### config.mk
export PLATFORM = sky130hd
export DESIGN_NAME = gpio_share_port
export DESIGN_NICKNAME = d
export VERILOG_FILES = /design/src/rtl/gsp_pkg.sv /design/src/rtl/gsp_ctrl.sv /design/src/rtl/gsp_datapath.sv /design/src/rtl/gpio_share_port.sv
export SDC_FILE = /design/constraint.sdc
export NUM_CORES = 1
export LEC_CHECK = 0
export CAP_MARGIN = 20
export CORE_UTILIZATION = 37
export DETAILED_ROUTE_END_ITERATION = 10
export PLACE_DENSITY_LB_ADDON = 0.2
export SYNTH_ARGS = -nofsm -noshare
export SYNTH_HDL_FRONTEND = slang
export SYNTH_HIERARCHICAL = 1
export SYNTH_SLANG_ARGS = --single-unit
export TNS_END_PERCENT = 20
### constraint.sdc
create_clock -name clk -period 3.1 [get_ports clk]
set_clock_uncertainty 0.1 [all_clocks]
set_input_delay 0.93 -clock clk [delete_from_list [all_inputs] [get_ports clk]]
set_output_delay 0.93 -clock clk [all_outputs]
set_load 0.1 [all_outputs]
### src/rtl/gsp_pkg.sv
package gsp_pkg;
  typedef enum logic [1:0] {
    SEL_PINS = 2'd0,
    SEL_LAT  = 2'd1,
    SEL_DIR  = 2'd2,
    SEL_NONE = 2'd3
  } rdSel_e;

  typedef struct packed {
    logic   wrLat;
    logic   wrDir;
    rdSel_e rdSel;
  } strobes_t;
endpackage

### src/rtl/gsp_ctrl.sv
module gsp_ctrl
  import gsp_pkg::*;
#(
  parameter int ADDR_W = 2
) (
  input  logic [ADDR_W-1:0] regAddr,
  input  logic              regWrEn,
  output strobes_t          stb
);
  localparam logic [ADDR_W-1:0] AddrPins = ADDR_W'(0);
  localparam logic [ADDR_W-1:0] AddrLat  = ADDR_W'(1);
  localparam logic [ADDR_W-1:0] AddrDir  = ADDR_W'(2);

  always_comb begin
    stb.wrLat = regWrEn && (regAddr == AddrLat);
    stb.wrDir = regWrEn && (regAddr == AddrDir);
    unique case (regAddr)
      AddrPins: stb.rdSel = SEL_PINS;
      AddrLat:  stb.rdSel = SEL_LAT;
      AddrDir:  stb.rdSel = SEL_DIR;
      default:  stb.rdSel = SEL_NONE;
    endcase
  end
endmodule

### src/rtl/gsp_datapath.sv
module gsp_datapath
  import gsp_pkg::*;
#(
  parameter int DATA_W      = 8,
  parameter int PIN_LO      = 4,
  parameter int PIN_CNT     = 4,
  parameter int SYNC_STAGES = 2
) (
  input  logic               clk,
  input  logic               rstN,
  input  strobes_t           stb,
  input  logic [DATA_W-1:0]  regWrData,
  output logic [DATA_W-1:0]  regRdData,
  input  logic [1:0]         lcdMux,
  input  logic               segEnable,
  input  logic               ccpMapN,
  input  logic [PIN_CNT-2:0] comDrive,
  input  logic               segDrive,
  input  logic               ccpOut,
  input  logic               ccpOe,
  output logic               ccpIn,
  input  logic [PIN_CNT-1:0] padIn,
  output logic [PIN_CNT-1:0] padOe,
  output logic [PIN_CNT-1:0] padOut,
  output logic [PIN_CNT-1:0] ownLcd,
  output logic [PIN_CNT-1:0] ownCcp
);
  localparam int TOP = PIN_CNT - 1;

  logic [PIN_CNT-1:0] latQ, dirQ;
  logic [PIN_CNT-1:0] syncQ [SYNC_STAGES];
  logic [PIN_CNT-1:0] pinsSync;
  logic [PIN_CNT-1:0] periphOe, periphOut;

  // configuration registers
  always_ff @(posedge clk or negedge rstN) begin
    if (!rstN) begin
      latQ <= '0;
      dirQ <= '1;
    end else begin
      if (stb.wrLat) latQ <= regWrData[PIN_LO +: PIN_CNT];
      if (stb.wrDir) dirQ <= regWrData[PIN_LO +: PIN_CNT];
    end
  end

  // input synchroniser chain
  always_ff @(posedge clk or negedge rstN) begin
    if (!rstN) syncQ[0] <= '0;
    else       syncQ[0] <= padIn;
  end
  for (genvar s = 1; s < SYNC_STAGES; s++) begin : gSync
    always_ff @(posedge clk or negedge rstN) begin
      if (!rstN) syncQ[s] <= '0;
      else       syncQ[s] <= syncQ[s-1];
    end
  end
  assign pinsSync = syncQ[SYNC_STAGES-1];
  assign ccpIn    = pinsSync[TOP];

  // ownership arbitration
  for (genvar k = 0; k < PIN_CNT; k++) begin : gPin
    if (k < TOP) begin : gCom
      assign ownLcd[k]    = int'(lcdMux) > k;
      assign ownCcp[k]    = 1'b0;
      assign periphOe[k]  = 1'b1;
      assign periphOut[k] = comDrive[k];
    end else begin : gSeg
      assign ownLcd[k]    = segEnable;
      assign ownCcp[k]    = !segEnable && !ccpMapN;
      assign periphOe[k]  = segEnable ? 1'b1 : ccpOe;
      assign periphOut[k] = segEnable ? segDrive : ccpOut;
    end
    always_comb begin
      if (ownLcd[k] || ownCcp[k]) begin
        padOe[k]  = periphOe[k];
        padOut[k] = periphOut[k];
      end else begin
        padOe[k]  = !dirQ[k];
        padOut[k] = latQ[k];
      end
    end
  end

  // read mux
  always_comb begin
    regRdData = '0;
    unique case (stb.rdSel)
      SEL_PINS: regRdData[PIN_LO +: PIN_CNT] = pinsSync;
      SEL_LAT:  regRdData[PIN_LO +: PIN_CNT] = latQ;
      SEL_DIR:  regRdData[PIN_LO +: PIN_CNT] = dirQ;
      default:  regRdData = '0;
    endcase
  end

  // cycles since reset, saturating
  logic [1:0] upCnt;
  always_ff @(posedge clk or negedge rstN) begin
    if (!rstN)              upCnt <= '0;
    else if (upCnt != 2'd3) upCnt <= upCnt + 2'd1;
  end


  reset_dir_chk: assert property (@(posedge clk) !rstN |=> (dirQ == '1 && padOe == '0));


  latch_wr_chk: assert property (@(posedge clk) disable iff (!rstN)
    stb.wrLat |=> latQ == $past(regWrData[PIN_LO +: PIN_CNT]));


  all_com_chk: assert property (@(posedge clk) disable iff (!rstN)
    lcdMux == 2'd3 |-> (padOe[TOP-1:0] == '1 && padOut[TOP-1:0] == comDrive));


  seg_own_chk: assert property (@(posedge clk) disable iff (!rstN)
    segEnable |-> (padOe[TOP] && padOut[TOP] == segDrive && !ownCcp[TOP]));


  ccp_own_chk: assert property (@(posedge clk) disable iff (!rstN)
    (!segEnable && !ccpMapN) |-> (padOe[TOP] == ccpOe && padOut[TOP] == ccpOut));


  if (SYNC_STAGES == 2) begin : gSyncChk
    sync_lat_chk: assert property (@(posedge clk) disable iff (!rstN)
      upCnt >= 2'd2 |-> pinsSync == $past(padIn, 2));
  end
endmodule

### src/rtl/gpio_share_port.sv
module gpio_share_port
  import gsp_pkg::*;
#(
  parameter int ADDR_W      = 2,
  parameter int DATA_W      = 8,
  parameter int PIN_LO      = 4,
  parameter int PIN_CNT     = 4,
  parameter int SYNC_STAGES = 2
) (
  input  logic               clk,
  input  logic               rstN,
  input  logic [ADDR_W-1:0]  regAddr,
  input  logic               regWrEn,
  input  logic [DATA_W-1:0]  regWrData,
  output logic [DATA_W-1:0]  regRdData,
  input  logic [1:0]         lcdMux,
  input  logic               segEnable,
  input  logic               ccpMapN,
  input  logic [PIN_CNT-2:0] comDrive,
  input  logic               segDrive,
  input  logic               ccpOut,
  input  logic               ccpOe,
  output logic               ccpIn,
  input  logic [PIN_CNT-1:0] padIn,
  output logic [PIN_CNT-1:0] padOe,
  output logic [PIN_CNT-1:0] padOut,
  output logic [PIN_CNT-1:0] ownLcd,
  output logic [PIN_CNT-1:0] ownCcp
);
  strobes_t stb;

  gsp_ctrl #(.ADDR_W(ADDR_W)) uCtrl (
    .regAddr(regAddr), .regWrEn(regWrEn), .stb(stb)
  );

  gsp_datapath #(
    .DATA_W(DATA_W), .PIN_LO(PIN_LO), .PIN_CNT(PIN_CNT), .SYNC_STAGES(SYNC_STAGES)
  ) uDp (
    .clk(clk), .rstN(rstN), .stb(stb),
    .regWrData(regWrData), .regRdData(regRdData),
    .lcdMux(lcdMux), .segEnable(segEnable), .ccpMapN(ccpMapN),
    .comDrive(comDrive), .segDrive(segDrive), .ccpOut(ccpOut), .ccpOe(ccpOe),
    .ccpIn(ccpIn), .padIn(padIn), .padOe(padOe), .padOut(padOut),
    .ownLcd(ownLcd), .ownCcp(ownCcp)
  );
endmodule

* Word-level counts from Yosys, hierarchy flattened
Cells that the tools add are included.
** Operators by class
- Equality and inequality tests :: 4
- Multiplexer cells :: 12
- $lt $le $gt $ge :: 3
- Reduce and logical (&&, ||, !) cells :: 12
** Operator list (number)
- case mux 4 bit (3 select lines) :: 1
- 2-to-1 mux 1 bit :: 10
- zero test 1 bit :: 6
- case mux 2 bit (3 select lines) :: 1
- == test 2 x 1 -> 1 bit (second input constant) :: 2
- == test 2 bit (second input constant) :: 2
- greater-than comparator 2 x 1 -> 1 bit (second input constant) :: 2
- zero test 2 bit :: 2
- logical AND 1 bit :: 3
- greater-than comparator 2 bit (second input constant) :: 1
- logical OR 1 bit :: 1
** Word-level totals
- Word-level logic and storage cells :: 35
- Flip-flop bits (word level) :: 16

* Longest topological paths before layout
Gate-level depths: netlist (run 1).
- Depth in word-level cells :: 4
- Mapped depth :: 4

* Modules after synthesis
Netlist (run 1), hierarchy kept.
** Modules (own cells, without submodules)
- gsp_datapath :: area an instance 760.7 sq um, cells each 61, instances 1
- gsp_ctrl :: area an instance 25.0 sq um, cells each 4, instances 1

* Worst setup path after synthesis (run 1)
No wires, ideal clock.
- Path kind :: input to output
- From :: in ccpMapN
- To :: out padOut[3]
- Data arrival time :: 3.136 ns
- Stages on the path :: 2
- Setup slack :: -1.066 ns
- Path through :: mux2i_1 > o21ai_0
** On the way
- Cells in the longest elaborated chain, start to end :: 4
** Ends and longest elaborated chain
- from (decl) :: RTL line gpio_share_port.sv:18 : input logic ccpMapN,
- zero test 1 bit :: RTL line gsp_datapath.sv:69 : assign ownCcp[k] = !segEnable && !ccpMapN;
- logical AND 1 bit :: RTL line gsp_datapath.sv:69
- logical OR 1 bit :: RTL line gsp_datapath.sv:74 : if (ownLcd[k] || ownCcp[k]) begin
- 2-to-1 mux 1 bit :: RTL line gsp_datapath.sv:74
- to (decl) :: RTL line gpio_share_port.sv:26 : output logic [PIN_CNT-1:0] padOut,
No other way between the ends.

* Final worst setup path (run 1)
- From :: in lcdMux[0]
- To :: out padOut[0]
** On the way
- Cells in the longest elaborated chain, start to end :: 2
** Ends and longest elaborated chain
- from (decl) :: RTL line gpio_share_port.sv:16 : input logic [1:0] lcdMux,
- greater-than comparator 2 x 1 -> 1 bit :: RTL line gsp_datapath.sv:63 : assign ownLcd[k] = int'(lcdMux) > k;
- 2-to-1 mux 1 bit :: RTL line gsp_datapath.sv:74
No other way between the ends.

==> metrics.csv, run 1 <==
stage,metric,value,unit
clock_tree,cts_setup_buffers,0,
logic_synthesis,synth_compound_area_share,6.051,%
logic_synthesis,synth-seq-cells,16,
worst_setup_path,slowest_delay,0.44,ns
place,dpl_cell_area,1398,µm²
sta,finalSetupViolCount,0,
floorplan,core_area,1982,µm²
logic_synthesis,syn_inst,65,
logic_synthesis,yosys_warnings,6,
worst_setup_path,crit_fanout,2,
logic_synthesis,yosys-top-cells-area,"dfrtp_1 (38%), mux2_2 (14%), dfstp_2 (13%), buf_4 (8.6%), mux2i_1 (6.4%)",
clock_tree,hold_buffers,0,
layout,area_growth,84.39,%
route,via_per_inst,4.444,
route,totalWireLength,1.588,mm
place,hpwl,1.366,mm
sta,min_period,3.078,ns
clock_tree,cts.sinks,16,
route,dr_wl_met3,82,µm
layout,final_nets,136,
route,ant_nets,0,
logic_synthesis,synthDominantCellAreaShare,38.22,%
floorplan,start_util,39.65,%
floorplan,die_h,48.09,µm
logic_synthesis,yosysMostFrequentCell,dfrtp_1,
route,drtIter0Drc,4,
route,vias,600,
sta,drv_slew,0,
worst_setup_path,path_cells,"clkdlybuf4s50_1, nor2_2, mux2_2, buf_12",
global_routing,antenna_found_initial,0,
power_and_ir_drop,clockPowerShare,15.9,%
sta,worst_slew_pin_slew,0.6704,ns
layout,antenna_cells,0,
route,wl_met1,687,µm
route,drc,0,
clock_tree,clockRootBuffer,clkbuf_4,
place,io_buffers,40,
clock_tree,cts_made_buffers,3,
sta,final.period_utilization,99.28,%
power_and_ir_drop,powerDensity,567.7,nW/µm²
sta,relSlewSlack,55.17,%
power_and_ir_drop,pwr-share-seq,31.8,%
power_and_ir_drop,p_int,0.4701,mW
power_and_ir_drop,power.switching,0.3525,mW
logic_synthesis,ys.flop_type,dfrtp_1,
global_routing,grt_first_pass_wirelength,2.387,mm
logic_synthesis,yosysTopAreaCell,dfrtp_1,
power_and_ir_drop,finalPower,0.8225,mW
sta,whs,0.2536,ns
clock_tree,clk_pin_slew,0.09,ns
global_routing,grt.total_usage,15.46,%
worst_setup_path,start_kind,primary input,
global_routing,grt_overflow,0,
floorplan,pin_count,52,
place,place_inst,131,
layout,final-instance-count-excl-fill,135,
layout,utilization,73.11,%
logic_synthesis,netlist_area,785.8,µm²
floorplan,fp.dieW,48.09,µm
logic_synthesis,synth_top_family_by_area,multiplexers,
worst_setup_path,critPathCaptureType,primary output,
sta,rsz0062_at_grt,true,
place,routabilityCongestion,0.7116,
logic_synthesis,synthTopCellsByCount,"dfrtp_1 (12), mux2_2 (10), buf_4 (9), mux2i_1 (5), nand2_1 (5)",
power_and_ir_drop,ir_worst_vdd,0.0003534,V
clock_tree,clk_path_buf_depth,2,
worst_hold_path,hold_path_class,reg2reg,
logic_synthesis,synthArstFlopShare,100.0,%
worst_setup_path,critPathSlowestCell,clkdlybuf4s50_1,
clock_tree,cts_max_level,1,
logic_synthesis,yosys.area_share.simple,8.280,%
sta,hold_viol_final,0,
power_and_ir_drop,swShare,42.85,%
route,wl_per_cell,11.76,µm
logic_synthesis,synthAdderAreaFrac,0,%
sta,fmax,324.9,MHz
global_routing,grt_pass1_vias,545,
logic_synthesis,synth_xor_area_share,0,%
global_routing,grt_max_degree,17,
logic_synthesis,syn_avg_cell_area,12.09,µm²
route,routed.top_layer,met4,
worst_setup_path,critical_path_required,2.07,ns
layout,final_layout_size_suffix_gt1_share,47.22,%
power_and_ir_drop,p_comb_share,52.3,%
layout,design_area,1449,µm²
layout,fillers,142,
floorplan,die-area,2312,µm²
clock_tree,clock_latency,0.27,ns
worst_setup_path,critPathArrivalTime,2.05,ns
logic_synthesis,yosysSeqAreaShare,51.59,%
power_and_ir_drop,p_leak,0.6544,nW
job,cap_violations,0,
logic_synthesis,synth_mux_area_share,22.61,%
run_status,status,completed,
clock_tree,cts_tree,yes,
worst_setup_path,criticalPathCategory,in2out,
floorplan,rows,16,
logic_synthesis,synth_edf_count,0,
logic_synthesis,synthDistinctLibCells,18,
route,first_pass_iters,2,
route,wl_met2,802,µm
[state kept, by name, indices dropped and copies added (netlist names)]
signal,flops
uDp/latQ,4
uDp/syncQ,4
uDp/pinsSync,4
uDp/dirQ,4
[cells in the final DEF, fill, tap and decap left out, drive strengths merged]
master and n:
dlymetal6s2s 1, dfstp 4, nor2 2, dfrtp 12, a21o 1, and3b 2
buf 23, nand2 5, or2 1, mux2 11, conb 7, nand2b 1
dlygate4sd2 1, o2bb2ai 4, o21ai 1, clkdlybuf4s50 20, and2b 1, mux2i 5
inv 2, clkbuf 4
[through the flow]
stage	setup slack [ns]	TNS (ns)
final	0.02235	0
after global routing	-0.05234	-0.05234
after CTS	-0.02968	-0.04903
after detailed placement	-0.07333	-0.1321
after global placement	-0.07765	-0.09726
after floorplan	-0.1131	-0.4003
[per-layer routing]
metal  global-route usage (%)  vias to the layer above
li1                         -                      290
met1                    20.29                      280
met2                    25.41                       28
met3                    1.132                        2
met4                    8.333                        0
met5                        0                        -
[area by class of cell]
class                   count  area (µm²)  area share [%]
clock buffers               4       36.28           2.504
inverters                   2       7.507          0.5181
multi-input cells          41       355.3           24.53
flip-flops and latches     16       405.4           27.98
well taps                  27       33.78           2.332
repair buffers             45       610.6           42.14
[cell families after synthesis]
logic type / after synthesis
buffers and inverters: 14
other: 1
DFF: 16
AOI/OAI and AO/OA: 6
and+or+nand+nor: 12
muxes: 16
[power groups by stage]
stage	sequential, mW	combinational (mW)	clock (mW)
detailed placement	0.265	0.431	0
CTS	0.261	0.432	0.139
global placement	0.264	0.428	0
global route	0.266	0.446	0.145
finish	0.262	0.430	0.130
floorplan	0.264	0.282	0
[path summary, 6_finish.rpt]
path / start / to / slack [ns] / cells after the start
worst max register to register: uDp/latQ[1]$_DFFE_PN0P_ / uDp/latQ[1]$_DFFE_PN0P_ / 2.21 / 1
worst min register to register: uDp/syncQ[5]$_DFF_PN0_ / uDp/pinsSync[1]$_DFF_PN0_ / 0.25 / 0
max in group asynchronous: rstN / uDp/pinsSync[2]$_DFF_PN0_ / 1.52 / 1
min in group asynchronous: rstN / uDp/latQ[1]$_DFFE_PN0P_ / 0.95 / 1
worst max-delay path: lcdMux[0] / padOut[0] / 0.02 / 4
worst min-delay path: uDp/syncQ[5]$_DFF_PN0_ / uDp/pinsSync[1]$_DFF_PN0_ / 0.25 / 0
[critical path: cells and delay by family]
kind | cells | cell delay [ns]
buffers and inverters | 2 | 0.61
multiplexers | 1 | 0.37
AND/OR/NAND/NOR | 1 | 0.13
[repair_timing]
item	in CTS	in global routing
pin swaps	3	0
endpoints found under the setup margin	6	5
resized for setup	3	3
Power figures use the tool's default switching activity.
==> run 2, diff against run 1 <==
--- a/config.mk
+++ b/config.mk
@@ -5,8 +5,9 @@
 export SDC_FILE = /design/constraint.sdc
 export NUM_CORES = 1
 export LEC_CHECK = 0
+export ABC_AREA = 1
 export CAP_MARGIN = 20
-export CORE_UTILIZATION = 37
+export CORE_UTILIZATION = 38
 export DETAILED_ROUTE_END_ITERATION = 10
 export PLACE_DENSITY_LB_ADDON = 0.2
 export SYNTH_ARGS = -nofsm -noshare
==> metrics.csv, run 2 <==
stage,metric,value,unit
run_status,status,completed,
global_routing,busiest_layer,met2,
worst_setup_path,slowest_delay,0.49,ns
route,drtIter0Drc,6,
route,vias,792,
floorplan,fp.dieW,47.66,µm
clock_tree,clk_pin_slew,0.09,ns
global_routing,grt_max_degree,17,
place,io_buffers,40,
sta,rsz0062_at_grt,false,
floorplan,die-area,2271,µm²
logic_synthesis,synth_mux_area_share,0,%
sta,tns,0,ns
sta,fmax,332.2,MHz
clock_tree,cts_tree,yes,
sta,worst_slew_pin_slew,0.6944,ns
logic_synthesis,synth_top_family_by_area,simple AND/OR/NAND/NOR gates,
route,ant_nets,0,
worst_setup_path,path_cells,"clkdlybuf4s50_1, nor2_4, nand2_1, nand3_1, buf_12",
worst_hold_path,min_from,uDp/syncQ[5]$_DFF_PN0_,
clock_tree,clk_path_buf_depth,2,
sta,drv_slew,0,
logic_synthesis,yosysMostFrequentCell,nand2_1,
global_routing,grt_overflow,0,
global_routing,use_met3,4.151,%
clock_tree,cts.sinks,16,
global_routing,grt_use_met1,21.41,%
sta,min_period,3.010,ns
logic_synthesis,netlist_area,792.0,µm²
logic_synthesis,yosys.area_share.simple,26.38,%
worst_hold_path,hold_path_class,reg2reg,
worst_setup_path,criticalPathCategory,in2out,
worst_setup_path,critical_path_required,2.07,ns
floorplan,pin_count,52,
clock_tree,cts_setup_buffers,0,
route,first_pass_iters,4,
global_routing,antenna_found_initial,0,
power_and_ir_drop,ir_worst_vdd,0.0003592,V
worst_setup_path,crit_cells,5,
worst_setup_path,critPathSlowestCell,clkdlybuf4s50_1,
power_and_ir_drop,p_leak,0.6951,nW
place,hpwl,1.757,mm
worst_setup_path,r2r_cells,2,
worst_setup_path,cp_top_family,buffers and inverters,
logic_synthesis,synthTopCellsByCount,"nand2_1 (26), nand3_1 (15), dfrtp_1 (12), inv_1 (12), buf_4 (8)",
layout,final_layout_size_suffix_gt1_share,27.40,%
worst_setup_path,start_kind,primary input,
worst_setup_path,rrSetupSlack,2.16,ns
worst_setup_path,critPathBufInv,2,
logic_synthesis,synth-seq-cells,16,
clock_tree,clockRootBuffer,clkbuf_4,
sta,finalSetupViolCount,0,
route,drc,0,
floorplan,start_util,40.37,%
layout,area_growth,82.31,%
sta,hold_viol_final,0,
logic_synthesis,yosysSeqAreaShare,51.18,%
worst_setup_path,critPathCaptureType,primary output,
global_routing,met2_usage,39.18,%
worst_setup_path,worst_r2r_endpoint,uDp/dirQ[1]$_DFFE_PN1P_,
clock_tree,clock_latency,0.29,ns
floorplan,rows,16,
place,dpl_cell_area,1409,µm²
global_routing,grt.total_usage,20.70,%
worst_setup_path,critPathArrivalTime,1.98,ns
logic_synthesis,synthDistinctLibCells,16,
clock_tree,cts_made_buffers,3,
layout,layout_commonest_cell,nand2_1,
worst_hold_path,holdPathEnd,uDp/pinsSync[1]$_DFF_PN0_,
layout,antenna_cells,0,
layout,utilization,73.60,%
worst_setup_path,crit_fanout,4,
floorplan,die_h,47.66,µm
worst_hold_path,hold_path_depth,0,
place,routabilityCongestion,0.7050,
route,wl_per_cell,12.04,µm
floorplan,core_area,1962,µm²
route,totalWireLength,2.083,mm
logic_synthesis,syn_avg_cell_area,7.920,µm²
logic_synthesis,yosys_warnings,6,
layout,final_nets,174,
worst_setup_path,reg2reg_from,uDp/dirQ[1]$_DFFE_PN1P_,
clock_tree,cts_max_level,1,
logic_synthesis,yosysTopAreaCell,dfrtp_1,
logic_synthesis,synthAdderAreaFrac,0,%
layout,design_area,1444,µm²
power_and_ir_drop,powerDensity,544.8,nW/µm²
logic_synthesis,synth_xor_area_share,0,%
logic_synthesis,synthArstFlopShare,100.0,%
logic_synthesis,syn_inst,100,
logic_synthesis,ys.flop_type,dfrtp_1,
logic_synthesis,synth_edf_count,0,
layout,layout_common_cells,"nand2_1 (26), clkdlybuf4s50_1 (18), buf_12 (17)",
logic_synthesis,synthDominantCellAreaShare,37.91,%
sta,relSlewSlack,53.56,%
sta,final.period_utilization,97.11,%
global_routing,grt_first_pass_wirelength,3.084,mm
route,via_per_inst,4.578,
logic_synthesis,yosys-top-cells-area,"dfrtp_1 (38%), dfstp_2 (13%), nand2_1 (12%), nand3_1 (9.5%), buf_4 (7.6%)",
global_routing,grt_pass1_vias,748,
job,cap_violations,0,
worst_setup_path,critPathLaunch,ccpMapN,
logic_synthesis,synth_compound_area_share,6.319,%
-- run 2: how the worst max path moves through the flow --
stage,slack (ns),endpoint
5_1_grt,0.03,padOut[3]
3_3_place_gp,-0.03,regRdData[5]
4_1_cts,0.03,padOut[3]
2_1_floorplan,-0.17,padOut[3]
6_report,0.09,padOut[3]
3_5_place_dp,-0.05,regRdData[5]
-- run 2: repair_timing --
action / CTS / global route
endpoints found under the setup margin: 5 / 1
hold buffers: 0 / 0
gates resized for setup: 3 / 1
-- run 2: power breakdown --
group	switching, mW	internal, mW
Clock	0.0659	0.0716
Sequential	0.0156	0.238
Combinational	0.267	0.129
Total	0.348	0.439
-- run 2: logic make-up after synthesis --
logic type             after synthesis
other                                1
AOI/OAI and AO/OA                   10
DFF                                 16
buffers and inverters               25
and+or+nand+nor                     48
-- run 2: worst register-to-register path, stage by stage (launching register included) --
cell	delay, ns
dfstp_2	0.54
inv_1	0.05
o21ai_0	0.17
-- run 2: through the flow --
| step | power (mW) | std cells | setup WS, ns | hold WS, ns |
|---|---|---|---|---|
| final | 0.7867 | 173 | 0.08964 | 0.2586 |
| after global routing | 0.8194 | 173 | 0.03014 | 0.2736 |
| after CTS | 0.7941 | 173 | 0.02759 | 0.2613 |
| after detailed placement | 0.6568 | 169 | -0.04588 | 0.2394 |
| after global placement | 0.6482 | 169 | -0.03115 | 0.2317 |
| after floorplan | 0.5049 | 106 | -0.1659 | 0.2312 |
-- run 2: layer usage --
metal | vias to the layer above | part of all wire [%]
met1 | 374 | 37
met4 | 0 | 1.5
met2 | 27 | 57
met3 | 4 | 4.2
met5 | - | 0
li1 | 387 | -
-- run 2: layout make-up --
cell class,count,area (µm²)
clock buffer,4,36.28
fill,152,518.0
timing repair buffer,47,619.3
sequential,16,405.4
multi-input combinational,65,296.5
inverter,14,52.55
tap,27,33.78
==> run 3, diff against run 2 <==
--- a/config.mk
+++ b/config.mk
@@ -10,6 +10,7 @@
 export CORE_UTILIZATION = 38
 export DETAILED_ROUTE_END_ITERATION = 10
 export PLACE_DENSITY_LB_ADDON = 0.2
+export SETUP_SLACK_MARGIN = 0.02
 export SYNTH_ARGS = -nofsm -noshare
 export SYNTH_HDL_FRONTEND = slang
 export SYNTH_HIERARCHICAL = 1
==> results of run 3 <==
No change in the layout: final DEF, timing and power equal those of run 2.
